`src/rtl/eft_pkg.sv`:
```
`timescale 1ns/1ps
package eft_pkg;
    parameter int DW   = 32;
    parameter int AW   = 16;
    parameter int NREG = 8;
    localparam int RW  = $clog2(NREG);

    typedef enum logic [1:0] {
        OP_ADD   = 2'd0,
        OP_LOAD  = 2'd1,
        OP_STORE = 2'd2,
        OP_MOVE  = 2'd3
    } op_e;

    typedef struct packed {
        op_e            op;
        logic           pred_en;
        logic [RW-1:0]  pred_reg;
        logic           pred_val;
        logic [RW-1:0]  src_a;
        logic [RW-1:0]  src_b;
        logic           dst_en;
        logic [RW-1:0]  dst;
        logic [AW-1:0]  addr;
        logic [1:0]     size;
    } step_t;

    localparam int SW = $bits(step_t);
endpackage

```
`src/rtl/eft_regfile.sv`:
```
`timescale 1ns/1ps
module eft_regfile #(
    parameter int NREG = 8,
    parameter int DW   = 32
) (
    input  logic                     clk,
    input  logic                     rst_n,
    input  logic                     ext_we,
    input  logic [$clog2(NREG)-1:0]  ext_idx,
    input  logic [DW-1:0]            ext_data,
    input  logic                     stg_we,
    input  logic [$clog2(NREG)-1:0]  stg_idx,
    input  logic [DW-1:0]            stg_data,
    input  logic [$clog2(NREG)-1:0]  p_idx,
    output logic                     p_vld,
    output logic                     p_bit,
    input  logic [$clog2(NREG)-1:0]  a_idx,
    output logic                     a_vld,
    output logic [DW-1:0]            a_data,
    input  logic [$clog2(NREG)-1:0]  b_idx,
    output logic                     b_vld,
    output logic [DW-1:0]            b_data
);
    typedef struct packed {
        logic [NREG-1:0]         vld;
        logic [NREG-1:0][DW-1:0] val;
    } rf_t;

    rf_t r_d, r_q;

    always_comb begin
        r_d = r_q;
        if (ext_we) begin
            r_d.val[ext_idx] = ext_data;
            r_d.vld[ext_idx] = 1'b1;
        end
        if (stg_we) begin
            r_d.val[stg_idx] = stg_data;
            r_d.vld[stg_idx] = 1'b1;
        end
    end

    always_ff @(posedge clk or negedge rst_n) begin
        if (!rst_n) r_q <= '0;
        else        r_q <= r_d;
    end

    assign p_vld  = r_q.vld[p_idx];
    assign p_bit  = r_q.val[p_idx][0];
    assign a_vld  = r_q.vld[a_idx];
    assign a_data = r_q.val[a_idx];
    assign b_vld  = r_q.vld[b_idx];
    assign b_data = r_q.val[b_idx];

    // a port write makes the register usable on the next cycle
    p_ext_sets_valid_r12: assert property (@(posedge clk) disable iff (!rst_n)
        ext_we |=> r_q.vld[$past(ext_idx)]);
endmodule

```
`src/rtl/eft_fill_match.sv`:
```
`timescale 1ns/1ps
module eft_fill_match #(
    parameter int LANES = 4,
    parameter int AW    = 16,
    parameter int DW    = 32
) (
    input  logic [LANES-1:0]    lane_v,
    input  logic [LANES*AW-1:0] lane_a,
    input  logic [LANES*DW-1:0] lane_d,
    input  logic [AW-1:0]       key,
    output logic                hit,
    output logic [DW-1:0]       hit_data
);
    logic [LANES-1:0] match;

    for (genvar g = 0; g < LANES; g++) begin : g_cmp
        assign match[g] = lane_v[g] && (lane_a[g*AW +: AW] == key);
    end

    // scan from the top so the lowest matching lane is the last to assign
    always_comb begin
        hit      = 1'b0;
        hit_data = '0;
        for (int l = LANES - 1; l >= 0; l--) begin
            if (match[l]) begin
                hit      = 1'b1;
                hit_data = lane_d[l*DW +: DW];
            end
        end
    end
endmodule

```
`src/rtl/exec_fill_tracker.sv`:
```
`timescale 1ns/1ps
module exec_fill_tracker
    import eft_pkg::*;
#(
    parameter int STEPS = 4,
    parameter int LANES = 4,
    localparam int CW   = $clog2(STEPS + 1),
    localparam int IW   = (STEPS > 1) ? $clog2(STEPS) : 1
) (
    input  logic                  clk,
    input  logic                  rst_n,
    input  logic                  in_valid,
    output logic                  in_ready,
    input  logic [CW-1:0]         in_count,
    input  logic [STEPS*SW-1:0]   in_steps,
    input  logic                  wr_en,
    input  logic [RW-1:0]         wr_idx,
    input  logic [DW-1:0]         wr_data,
    output logic                  freq_valid,
    output logic [AW-1:0]         freq_addr,
    output logic [1:0]            freq_size,
    input  logic [LANES-1:0]      frsp_valid,
    input  logic [LANES*AW-1:0]   frsp_addr,
    input  logic [LANES*DW-1:0]   frsp_data,
    output logic                  st_valid,
    output logic [AW-1:0]         st_addr,
    output logic [DW-1:0]         st_data,
    output logic [1:0]            st_size
);
    typedef struct packed {
        logic                    busy;
        logic [IW-1:0]           idx;
        logic [CW-1:0]           cnt;
        step_t [STEPS-1:0]       steps;
        logic                    got_a;
        logic                    got_b;
        logic [DW-1:0]           opa;
        logic [DW-1:0]           opb;
        logic                    pend;
        logic                    frv;
        logic [AW-1:0]           fra;
        logic [1:0]              frs;
        logic                    stv;
        logic [AW-1:0]           sta;
        logic [DW-1:0]           std;
        logic [1:0]              sts;
    } state_t;

    state_t s_d, s_q;
    step_t  cur;

    logic          p_vld, p_bit, a_vld, b_vld;
    logic [DW-1:0] a_data, b_data;
    logic          rf_we;
    logic [DW-1:0] rf_wdata;
    logic          hit;
    logic [DW-1:0] hit_data;
    logic          need_a, need_b, a_rdy, b_rdy, adv, skip;
    logic [DW-1:0] op_a, op_b, result;

    assign cur = s_q.steps[s_q.idx];

    eft_regfile #(.NREG(NREG), .DW(DW)) u_rf (
        .clk      (clk),
        .rst_n    (rst_n),
        .ext_we   (wr_en),
        .ext_idx  (wr_idx),
        .ext_data (wr_data),
        .stg_we   (rf_we),
        .stg_idx  (cur.dst),
        .stg_data (rf_wdata),
        .p_idx    (cur.pred_reg),
        .p_vld    (p_vld),
        .p_bit    (p_bit),
        .a_idx    (cur.src_a),
        .a_vld    (a_vld),
        .a_data   (a_data),
        .b_idx    (cur.src_b),
        .b_vld    (b_vld),
        .b_data   (b_data)
    );

    eft_fill_match #(.LANES(LANES), .AW(AW), .DW(DW)) u_match (
        .lane_v   (frsp_valid),
        .lane_a   (frsp_addr),
        .lane_d   (frsp_data),
        .key      (cur.addr),
        .hit      (hit),
        .hit_data (hit_data)
    );

    assign need_a = (cur.op != OP_LOAD);
    assign need_b = (cur.op == OP_ADD);
    assign a_rdy  = !need_a || s_q.got_a || a_vld;
    assign b_rdy  = !need_b || s_q.got_b || b_vld;
    assign op_a   = s_q.got_a ? s_q.opa : a_data;
    assign op_b   = s_q.got_b ? s_q.opb : b_data;

    always_comb begin
        case (cur.op)
            OP_ADD:  result = op_a + op_b;
            OP_LOAD: result = hit_data;
            default: result = op_a;
        endcase
    end

    always_comb begin
        s_d      = s_q;
        s_d.frv  = 1'b0;
        s_d.stv  = 1'b0;
        rf_we    = 1'b0;
        rf_wdata = result;
        adv      = 1'b0;
        skip     = 1'b0;
        if (!s_q.busy) begin
            if (in_valid) begin
                s_d.cnt   = (in_count > CW'(STEPS)) ? CW'(STEPS) : in_count;
                s_d.busy  = (in_count != '0);
                s_d.idx   = '0;
                s_d.steps = in_steps;
            end
        end else if (cur.pred_en && !p_vld) begin
            s_d = s_d;  // predicate not yet known: hold
        end else if (cur.pred_en && (p_bit != cur.pred_val)) begin
            skip = 1'b1;
            adv  = 1'b1;
        end else begin
            if (need_a && !s_q.got_a && a_vld) begin
                s_d.got_a = 1'b1;
                s_d.opa   = a_data;
            end
            if (need_b && !s_q.got_b && b_vld) begin
                s_d.got_b = 1'b1;
                s_d.opb   = b_data;
            end
            if (a_rdy && b_rdy) begin
                if (cur.op == OP_LOAD && !s_q.pend) begin
                    s_d.pend = 1'b1;
                    s_d.frv  = 1'b1;
                    s_d.fra  = cur.addr;
                    s_d.frs  = cur.size;
                end else if (cur.op != OP_LOAD || hit) begin
                    rf_we = cur.dst_en;
                    adv   = 1'b1;
                    if (cur.op == OP_STORE) begin
                        s_d.stv = 1'b1;
                        s_d.sta = cur.addr;
                        s_d.std = op_a;
                        s_d.sts = cur.size;
                    end
                end
            end
        end
        if (adv) begin
            s_d.got_a = 1'b0;
            s_d.got_b = 1'b0;
            s_d.opa   = '0;
            s_d.opb   = '0;
            s_d.pend  = 1'b0;
            s_d.idx   = s_q.idx + IW'(1);
            if ((CW'(s_q.idx) + CW'(1)) == s_q.cnt) s_d.busy = 1'b0;
        end
    end

    always_ff @(posedge clk or negedge rst_n) begin
        if (!rst_n) s_q <= '0;
        else        s_q <= s_d;
    end

    assign in_ready   = !s_q.busy;
    assign freq_valid = s_q.frv;
    assign freq_addr  = s_q.fra;
    assign freq_size  = s_q.frs;
    assign st_valid   = s_q.stv;
    assign st_addr    = s_q.sta;
    assign st_data    = s_q.std;
    assign st_size    = s_q.sts;

    // a non-empty micro-operation makes the stage busy
    p_accept_busy_r1: assert property (@(posedge clk) disable iff (!rst_n)
        (in_valid && in_ready && in_count != '0) |=> !in_ready);

    // unknown predicate holds the step and produces nothing
    p_pred_stall_r2: assert property (@(posedge clk) disable iff (!rst_n)
        (s_q.busy && cur.pred_en && !p_vld) |=> ($stable(s_q.idx) && !st_valid && !freq_valid));

    // a skipped step leaves no trace on the outputs
    p_skip_quiet_r3: assert property (@(posedge clk) disable iff (!rst_n)
        skip |=> (!st_valid && !freq_valid));

    // a fill request is a single-cycle pulse
    p_req_single_r5: assert property (@(posedge clk) disable iff (!rst_n)
        freq_valid |=> !freq_valid);

    // an unmatched outstanding load keeps the stage on that step
    p_load_wait_r7: assert property (@(posedge clk) disable iff (!rst_n)
        (s_q.busy && !cur.pred_en && cur.op == OP_LOAD && s_q.pend && !hit)
            |=> ($stable(s_q.idx) && !st_valid));

    // a store record only follows a busy cycle
    p_store_busy_r9: assert property (@(posedge clk) disable iff (!rst_n)
        st_valid |-> $past(s_q.busy));
endmodule

```
`config.mk`:
```
export PLATFORM = sky130hd
export DESIGN_NAME = exec_fill_tracker
export DESIGN_NICKNAME = d
export VERILOG_FILES = /design/src/rtl/eft_pkg.sv /design/src/rtl/eft_regfile.sv /design/src/rtl/eft_fill_match.sv /design/src/rtl/exec_fill_tracker.sv
export SDC_FILE = /design/constraint.sdc
export NUM_CORES = 2
export LEC_CHECK = 0
export BUFFER_PORTS_ARGS = -buffer_cell sky130_fd_sc_hd__buf_2
export CAP_MARGIN = 15
export CORE_MARGIN = 2
export CORE_UTILIZATION = 59
export CTS_CLUSTER_SIZE = 40
export DETAILED_ROUTE_END_ITERATION = 10
export GPL_TIMING_DRIVEN = 1
export PLACE_DENSITY_LB_ADDON = 0.05
export SLEW_MARGIN = 30
export SYNTH_ARGS = -nofsm -noshare
export SYNTH_HDL_FRONTEND = slang
export SYNTH_SLANG_ARGS = --single-unit
```
`constraint.sdc`:
```
create_clock -name clk -period 7.15 [get_ports clk]
set_input_delay 0 -clock clk [delete_from_list [all_inputs] [get_ports clk]]
set_output_delay 0 -clock clk [all_outputs]
set_load 0.01 [all_outputs]
```
==> qor.csv <==
metric,value,unit
main combinational cell family by area after synthesis,multiplexers,
"Reg clk slew, reported paths",60,ps
most frequent cells in the layout,"nand2_1 (624), dfrtp_1 (544), buf_2 (447)",
"Design Area, Final",40100,um^2
number of global-route vias before repair,30900,
Tcrit/Tclk final,93.1,%
Worst EP arrival,7190,ps
RSZ-0062 raised after global routing,no,
Nets,4284,
DP Area,35600,um^2
sequential share of the synthesized area,41.3,%
Final Hold Viols,0,
global-route wire length before repair,188000,um
Max Cap Violations,0,
compound-cell area share of the yosys netlist,12.7,%
drc violations,0,
GRT Util Overall,43.7,%
site row count,86,
Starting Density,60.0,%
Slew @ Worst Pin,1090,ps
Syn Area/Cell,9.88,um^2
area delta synth->final,21.0,%
Die X,241,um
Max Fclk,150,MHz
DR pass1 iterations,6,
Crit. End Element,register,
Critical Path Start Type,register,
WP data required,7690,ps
DR WL/cell,27.3,um
Max Root-Sink Buffers,3,
Cells after Synth,3358,
count of cell types in the netlist,80,
multiplexer area fraction after synthesis,22.9,%
FILL cells,3998,
CTS tree,yes,
register bit total from synthesis,547,
Syn Nets,3769,
die area,58100,um^2
Routed Antenna Nets,0,
"EDFF count, synth",0,
# setup viols final,0,
Iter 0 DRT Violations,3253,
H-tree Lvls,2,
Simple-Gate Fraction of Synth Area,14.4,%
outcome,"finished, final reports clean",
largest net degree at the start of global routing,173,
Critical Path Fanout Max,22,
most common library cell in the layout ignoring fill and taps,nand2_1,
vias per cell,6.60,
Async SR Flop Fraction,100,%
setup TNS,0,ps
hpwl dp,83300,um
Hold Path Class,input pin to register,
cts bufs inserted,59,
total number of vias,30900,
Synth Area in Adders,1.27,%
Final Skew,23.4,ps
PortBufs,448,
Congestion Overflow GR,0,
Root Driver,clkbuf_16,
io pins,449,
Chip Height,241,um
Slew headroom,26.9,%
share of layout cells above drive strength 1,25.8,%
pins over their slew limit,0,
Core Box Area,55300,um^2
"Cell Area, Synth",33200,um^2
RePlAce Congestion,0.979,
register area,13700,um^2
Synth warnings,0,
Setup Crit Path Kind,register to register,
"Clk Latency, worst-skew pair",650,ps
Synth Flop Type,dfrtp_1,
Clock Sinks,547,
multi-input logic area,18000,um^2
initial antenna violation count,19,
Routed WL,128000,um
minimum clock period,6650,ps
Synth Area in XOR/XNOR,2.43,%
==> cells by family (layout without fill, tap and decap cells) <==
logic type	Yosys count	count (layout)
compound gates	695	695
xor+xnor	91	91
fa+ha+maj	33	33
buf+inv	349	910
flops	547	547
mux	542	543
other cells	0	16
simple gates	1101	1101
==> cell usage after synthesis, drive strengths merged (26+ instances only) <==
library cell  count  share of area, %
a211oi           84               1.9
a21oi           253               3.8
buf             138               2.6
clkbuf          166               1.9
dfrtp           547                41
ha               32               1.2
inv              45              0.51
mux2            189               6.4
mux2i           198               6.0
mux4            155                11
nand2           627               7.1
nand3            27              0.41
nand4            34              0.64
nor2            211               2.4
nor2b            77               1.5
nor3             26              0.41
o21ai           188               2.8
xnor2            79               2.1
==> layer usage <==
metal | up-vias | global-route usage, % | share of wire (%) | routed length, um
met4 | 6 | 27.5 | 7.0 | 8980
met1 | 15200 | 56.3 | 37 | 47100
met5 | - | 0 | 0.029 | 37
li1 | 13000 | - | - | -
met3 | 546 | 9.17 | 11 | 13900
met2 | 2129 | 67.7 | 45 | 58100
==> final timing paths <==
path,start,to,slack (ps),depth (start not counted)
worst min-delay path,frsp_data[11],u_rf.r_q[139],90,5
max in group asynchronous,rst_n,s_q[170],5110,5
min in group asynchronous,rst_n,u_rf.r_q[35],450,3
worst max-delay path,s_q[280],u_rf.r_q[31],500,16
worst max register to register,s_q[280],u_rf.r_q[31],500,16
worst min register to register,s_q[214],s_q[214],470,2
==> critical path, cell delays in order (launching register included) <==
cell and delay [ps]:
dfrtp_2 740, buf_4 500, mux4_2 980, mux2i_1 250, a21oi_1 390, ha_1 300
a21o_1 170, a21oi_1 290, o21a_1 180, o21bai_1 70, a21oi_1 330, o21ai_0 290
a221oi_1 620, nor3_1 280, or2_1 420, or4_1 520, and3_1 200
==> state kept, by name (all words and copies together) (netlist names), 2 cells and up <==
register and count:
freq_addr 16, freq_size 2, s_q 213, st_addr 16, st_data 32, st_size 2, u_rf.r_q 264
==> layout make-up <==
type | count | area share (%)
multi-input cells | 2463 | 44.9
flip-flops and latches | 547 | 34.1
repair buffers | 757 | 13.2
clock buffers | 90 | 4.40
well taps | 748 | 2.33
clock inverters | 18 | 0.524
inverters | 45 | 0.421
diodes | 16 | 0.0998
==> per-stage QoR <==
stage	setup WS, ps	instances	hold slack, ps	util (%)
4_1_cts	492	4663	25.9	72.2
6_report	497	4684	89.2	72.6
5_1_grt	83.6	4681	107	72.5
3_5_place_dp	516	4322	152	64.4
2_1_floorplan	893	3358	-296	-
3_3_place_gp	735	4322	146	64.4
==> what timing repair did <==
item | CTS | global route
endpoints found under the setup margin | 0 | 16
hold buffers | 233 | 1
buffers inserted | 0 | 0
resized for setup | 0 | 1
endpoints found under the hold margin | 514 | 63
Power is not shown: default switching activity piles up to over one toggle a cycle in this logic, so the estimate is an artifact.
